[src/rtl/ap_gap_pkg.sv]
package ap_gap_pkg;

  typedef enum logic [1:0] {
    CMD_RD  = 2'd0,
    CMD_WR  = 2'd1,
    CMD_ACT = 2'd2,
    CMD_PRE = 2'd3
  } cmd_kind_e;

  typedef enum logic [1:0] {
    LATER_RD  = 2'd0,
    LATER_WR  = 2'd1,
    LATER_ROW = 2'd2
  } later_cls_e;

  // whole cycles from a latency in half-cycle units, rounded up
  function automatic int cl_whole(input int cl_half);
    return (cl_half + 1) / 2;
  endfunction

  // minimum gap matrix: earlier kind (read/write) x later class
  function automatic int gap_of(input bit earlier_wr, input later_cls_e cls,
                                input int cl_half, input int bl, input int wtr);
    int half_bl;
    half_bl = bl / 2;
    if (cls == LATER_ROW) return 1;
    if (!earlier_wr) begin
      if (cls == LATER_RD) return half_bl;
      return cl_whole(cl_half) + half_bl;
    end
    if (cls == LATER_RD) return 1 + half_bl + wtr;
    return half_bl;
  endfunction

endpackage

[src/rtl/ap_gap_rules.sv]
module ap_gap_rules
  import ap_gap_pkg::*;
#(
  parameter int BANK_W = 2,
  parameter int CNT_W  = 6,
  parameter int CL_W   = 5,
  parameter int BL_W   = 4,
  parameter int WTR_W  = 3
) (
  input  logic              cmd_vld,
  input  logic [1:0]        cmd_kind,
  input  logic [BANK_W-1:0] cmd_bank,
  input  logic              trk_valid,
  input  logic              trk_wr,
  input  logic [BANK_W-1:0] trk_bank,
  input  logic [CNT_W-1:0]  elapsed,
  input  logic [CL_W-1:0]   cas_lat_half,
  input  logic [BL_W-1:0]   burst_len,
  input  logic [WTR_W-1:0]  wtr_cyc,
  output logic              is_col,
  output logic              too_early,
  output logic [2:0]        pair_code
);
  later_cls_e       cls;
  logic [CNT_W-1:0] need_gap;
  logic             other_bank;

  always_comb begin
    is_col = (cmd_kind == CMD_RD) || (cmd_kind == CMD_WR);
    if (cmd_kind == CMD_RD)      cls = LATER_RD;
    else if (cmd_kind == CMD_WR) cls = LATER_WR;
    else                         cls = LATER_ROW;
  end

  assign need_gap   = CNT_W'(gap_of(trk_wr, cls, int'(cas_lat_half),
                                    int'(burst_len), int'(wtr_cyc)));
  assign other_bank = cmd_vld && trk_valid && (cmd_bank != trk_bank);
  assign too_early  = other_bank && (elapsed < need_gap);
  assign pair_code  = {trk_wr, cls};

endmodule

[config.mk]
export PLATFORM = sky130hd
export DESIGN_NAME = ap_gap_rules
export DESIGN_NICKNAME = d
export VERILOG_FILES = /design/src/rtl/ap_gap_pkg.sv /design/src/rtl/ap_gap_rules.sv
export SDC_FILE = /design/constraint.sdc
export NUM_CORES = 1
export LEC_CHECK = 0
export ABC_AREA = 0
export ABC_CLOCK_PERIOD_IN_PS = 6700
export BUFFER_PORTS_ARGS = -buffer_cell sky130_fd_sc_hd__buf_2
export CORE_UTILIZATION = 39
export DETAILED_ROUTE_END_ITERATION = 16
export GPL_ROUTABILITY_DRIVEN = 1
export PLACE_DENSITY = 0.74
export SLEW_MARGIN = 20
export SYNTH_ARGS = -nofsm -noshare
export SYNTH_HDL_FRONTEND = slang
export SYNTH_SLANG_ARGS = --single-unit
[constraint.sdc]
create_clock -name vclk -period 6.7
set_input_delay 1.005 -clock vclk [all_inputs]
set_output_delay 1.005 -clock vclk [all_outputs]
set_load 0.01 [all_outputs]
==> flow_metrics.py, run 1 <==
metrics = {
    "place": {
        "gp_congestion": 0.839,
        "dp_hpwl_um": 1080,
        "port_buffers": 31,
    },
    "global_route": {
        "grt-ovfl-total": 0,
        "antenna_found_initial": 0,
        "track_usage": 0.161,
        "grt_pass1_wl_um": 1860,
        "grt_pass1_vias": 489,
        "grt_max_degree": 13,
    },
    "timing": {
        "setup_violations": 0,
        "finalCritPeriodShare": 0.714,
        "finalSetupTns_ps": 0,
        "relSlewSlack": 0.674,
        "fmax_mhz": 209,
        "min_period_ps": 4780,
        "slew_violations": 0,
        "hold_viol": 0,
        "tightest_slew_ps": 476,
        "rsz0062_at_grt": "false",
    },
    "logic_synthesis": {
        "syn_nets": 116,
        "synth.top_cell.area_share": 0.267,
        "postSynthCellCount": 75,
        "yosys.area.top_type": "ha_1",
        "syn_avg_cell_area_um2": 7.49,
        "synthTopCellsByArea": "ha_1, xor2_1, fa_1, inv_1, xnor2_1",
        "yosysSeqAreaShare": 0,
        "synth_cell_types": 26,
        "ys_warn_count": 0,
        "synth_area_um2": 562,
    },
    "final_layout": {
        "post-route-util": 0.541,
        "fin_nets": 146,
        "drive_above_1_share": 0.301,
        "area_delta_synth_final_pct": 26.9,
        "seq_cells": 0,
        "nClkBuffers": 0,
        "final_cell_mix": "buf_2, ha_1, inv_1",
        "fill_cells": 142,
        "final-seq-area_um2": 0,
        "num_antenna_cells": 0,
        "final_common_cell": "buf_2",
    },
    "drt": {
        "routed_via_density": 5.14,
        "wire_per_inst_um": 9.96,
        "drc": 0,
        "ant_nets": 0,
        "wirelength_um": 1180,
        "drtIter0Drc": 10,
        "dr_total_vias": 606,
        "dr.pass1.iters": 4,
    },
    "status": {
        "status": "complete, no violations",
    },
    "floorplanning": {
        "num_rows": 13,
        "io_pins": 32,
        "fp.dieH_um": 40.0,
        "start_util": 0.426,
        "die_w_um": 40.0,
        "core_um2": 1320,
        "dieArea_um2": 1600,
    },
    "min_path": {
        "holdCritPathClass": "input port to output pin",
        "hold_start": "cmd_kind[1]",
    },
    "clocking": {
        "cts-resized-gates": 0,
        "holdBufCountCts": 0,
        "post_cts_buffers": 0,
    },
    "critical_path": {
        "cp.arrival_ps": 3780,
        "worstSetupStartpointType": "input port",
        "critPathKind": "input port to output pin",
        "endpoint_kind": "output pin",
        "worstPathRequired_ps": 5690,
        "crit_start": "cas_lat_half[0]",
        "cp_max_fo": 3,
    },
    "pwr": {
        "cellLeakagePower_nw": 0.377,
        "powerDensity_nw_per_um2": 62.3,
        "ir_drop_uv": 26.7,
    },
    "run": {
        "drv_cap": 0,
    },
}
## metal layers
layer | GRT usage | routed length (um) | vias to the layer above
met5 | 0 | 0 | -
met4 | 0 | 0 | 0
met3 | 0.00556 | 80 | 0
met2 | 0.310 | 530 | 22
met1 | 0.207 | 564 | 261
li1 | - | - | 323
## synthesized netlist by cell type
cell       count
buf_4          1
or4_1          1
o21ai_0        4
a311oi_1       1
nor2_1         4
a21o_1         2
and4_1         1
mux2i_1        1
a21oi_1        4
ha_1          12
buf_6          1
inv_1          8
a211oi_1       3
and2b_1        1
o211ai_1       2
a2111oi_0      1
and3_1         1
xnor2_1        3
nand2_1        6
nor3b_1        2
nand3_1        3
clkbuf_1       1
a31oi_1        2
nor2b_1        3
xor2_1         5
fa_1           2
## cell type report
class / instances / area [um2] / area share
multi-input combinational: 64 / 509 / 0.714
timing repair buffer: 31 / 155 / 0.218
inverter: 8 / 30.0 / 0.0421
tap: 15 / 18.8 / 0.0263
## critical path: stages
cell      delay [ps]
buf_2            100
ha_1             210
xor2_1           230
ha_1             270
a21o_1           180
a21oi_1          220
nor3b_1          230
a211oi_1          80
ha_1             310
and4_1           190
a211oi_1         220
o21ai_0          110
a311oi_1         240
buf_2            170
## report_power, final
part	internal (W)	total, W	switching (W)
sequential	0	0	0
clock	0	0	0
combinational	0.0000220	0.0000445	0.0000225
## cell families (layout without fill, tap and decap cells)
| logic type | Yosys count | count (layout) | share of synthesized area |
|---|---|---|---|
| simple gates | 22 | 22 | 0.207 |
| compound gates | 19 | 19 | 0.218 |
| fa+ha+maj | 14 | 14 | 0.339 |
| buf+inv | 11 | 39 | 0.0935 |
| xor+xnor | 8 | 8 | 0.125 |
| mux | 1 | 1 | 0.0178 |
## worst paths after layout
check           end  slack (ps)  depth (start not counted)
max       too_early        1920                         14
min    pair_code[1]        2270                          2
## metrics by stage
stage	hold slack, ps	cells	power [W]	area [um2]	setup WS (ps)
global route	2280	118	0.0000513	713	1630
floorplan	2070	75	0.0000292	562	2210
detailed placement	2260	118	0.0000448	713	1910
CTS	2260	118	0.0000450	713	1880
global placement	2260	118	0.0000436	713	1910
finish	2270	118	0.0000445	713	1920
Power figures use the tool's default switching activity.
==> run 2, diff against run 1 <==
Settings changed: ABC_CLOCK_PERIOD_IN_PS 6700 to 4200, PLACE_DENSITY 0.74 to 0.77.
Clock period 6.7 ns to 4.2 ns, I/O delays scaled along.
==> run 2 against run 1 <==
- combinational power rose by 62%
- cell area rose by 1.1%
- setup slack worse by 1700 ps
- routed wire length down 0.43%
- flip-flop and latch count is the same
- cell count did not move
- global-route usage fell by 0.23 points
- sequential share of layout area stayed put
- die area is the same
- core utilization increased by 0.57 points
- highest routed layer unchanged
==> flow_metrics.py, run 2 (synthesis gave the netlist of run 1 again) <==
metrics = {
    "status": {
        "status": "complete, no violations",
    },
    "floorplanning": {
        "num_rows": 13,
        "die_w_um": 40.0,
        "start_util": 0.426,
        "core_um2": 1320,
        "io_pins": 32,
        "dieArea_um2": 1600,
        "fp.dieH_um": 40.0,
    },
    "timing": {
        "hold_viol": 0,
        "finalSetupTns_ps": 0,
        "relSlewSlack": 0.662,
        "setup_violations": 0,
        "tightest_slew_ps": 495,
        "rsz0062_at_grt": "false",
        "min_period_ps": 3980,
        "finalCritPeriodShare": 0.948,
        "fmax_mhz": 251,
        "slew_violations": 0,
    },
    "pwr": {
        "powerDensity_nw_per_um2": 99.8,
        "cellLeakagePower_nw": 0.378,
        "ir_drop_uv": 58.1,
        "power_w": 0.0000719,
    },
    "drt": {
        "drtIter0Drc": 5,
        "ant_nets": 0,
        "routed_via_density": 5.08,
        "dr_total_vias": 600,
        "wirelength_um": 1170,
        "wire_per_inst_um": 9.92,
        "dr.pass1.iters": 3,
        "drc": 0,
    },
    "critical_path": {
        "crit_path_cell_trace": "buf_2 -> ha_1 -> xor2_2 -> ha_1 -> a21o_1 -> a21oi_1 -> or4_1 -> ha_1 -> and4_1 -> a211oi_1 -> o21ai_0 -> a311oi_1 -> buf_2",
        "slowest_stage": "or4_1",
        "worstSetupStartpointType": "input port",
        "worstPathRequired_ps": 3570,
        "cp.arrival_ps": 3350,
        "cp_max_fo": 3,
        "cpPeakStageDelay_ps": 520,
        "crit_family": "adder cells",
        "critPathBufInv": 2,
        "crit_top_cell": "ha_1",
        "critPathKind": "input port to output pin",
        "endpoint_kind": "output pin",
    },
    "final_layout": {
        "fill_cells": 134,
        "fin_nets": 146,
        "drive_above_1_share": 0.311,
        "area_delta_synth_final_pct": 28.3,
        "seq_cells": 0,
        "nClkBuffers": 0,
        "final_common_cell": "buf_2",
        "final-seq-area_um2": 0,
        "num_antenna_cells": 0,
        "final_cell_mix": "buf_2, ha_1, inv_1",
        "post-route-util": 0.547,
    },
    "global_route": {
        "grt_pass1_wl_um": 1840,
        "top_usage_layer": "met2",
        "groute.layer.met2.usage": 0.306,
        "grt-ovfl-total": 0,
        "track_usage": 0.159,
        "grt_pass1_vias": 485,
        "grt_max_degree": 13,
        "globalRouteMet3Util": 0.0111,
        "antenna_found_initial": 0,
        "met1_usage": 0.200,
    },
    "min_path": {
        "holdPathStages": 2,
        "holdCritPathClass": "input port to output pin",
        "hold_end": "pair_code[1]",
        "hold_start": "cmd_kind[1]",
    },
    "clocking": {
        "post_cts_buffers": 0,
        "cts-resized-gates": 0,
        "holdBufCountCts": 0,
    },
    "run": {
        "drv_cap": 0,
    },
    "place": {
        "gp_congestion": 0.829,
        "port_buffers": 31,
        "dp_hpwl_um": 1060,
    },
}
[run 2: cell types whose count changed in the layout (fill, tap and decap cells not counted)]
cell / delta
xor2_2: +1
xor2_1: -1
[run 2: per-stage QoR]
stage                     instance area [um2]  hold slack (ps)  setup slack [ps]  instances
after floorplan                           562             1320               458         75
after global placement                    713             1510               161        118
after detailed placement                  713             1510               167        118
after CTS                                 713             1510               151        118
after global routing                      721             1540              12.7        118
final                                     721             1510               218        118
[run 2: how the worst max path moves through the flow]
stage,endpoint,from,slack [ps],depth (start not counted)
final,too_early,cas_lat_half[0],220,13
after global routing,too_early,cas_lat_half[0],10,14
after CTS,too_early,cas_lat_half[0],150,14
after detailed placement,too_early,cas_lat_half[0],170,14
after global placement,too_early,cas_lat_half[0],160,14
after floorplan,too_early,cas_lat_half[0],460,11
[run 2: per-layer routing]
layer	routed length, um	part of all wire	up-vias
met5	0	0	-
met4	0	0	0
met3	79	0.068	0
met2	528	0.45	22
met1	562	0.48	253
li1	-	-	325
[run 2: final cells by class]
class	count	area, um2	area share
Inverter	8	30.0	0.0417
Multi-Input combinational cell	64	517	0.717
Tap cell	15	18.8	0.0260
Timing Repair Buffer	31	155	0.215
[run 2: where the power goes]
part / internal [W] / total (W) / switching, W
sequential: 0 / 0 / 0
clock: 0 / 0 / 0
combinational: 0.0000357 / 0.0000719 / 0.0000362
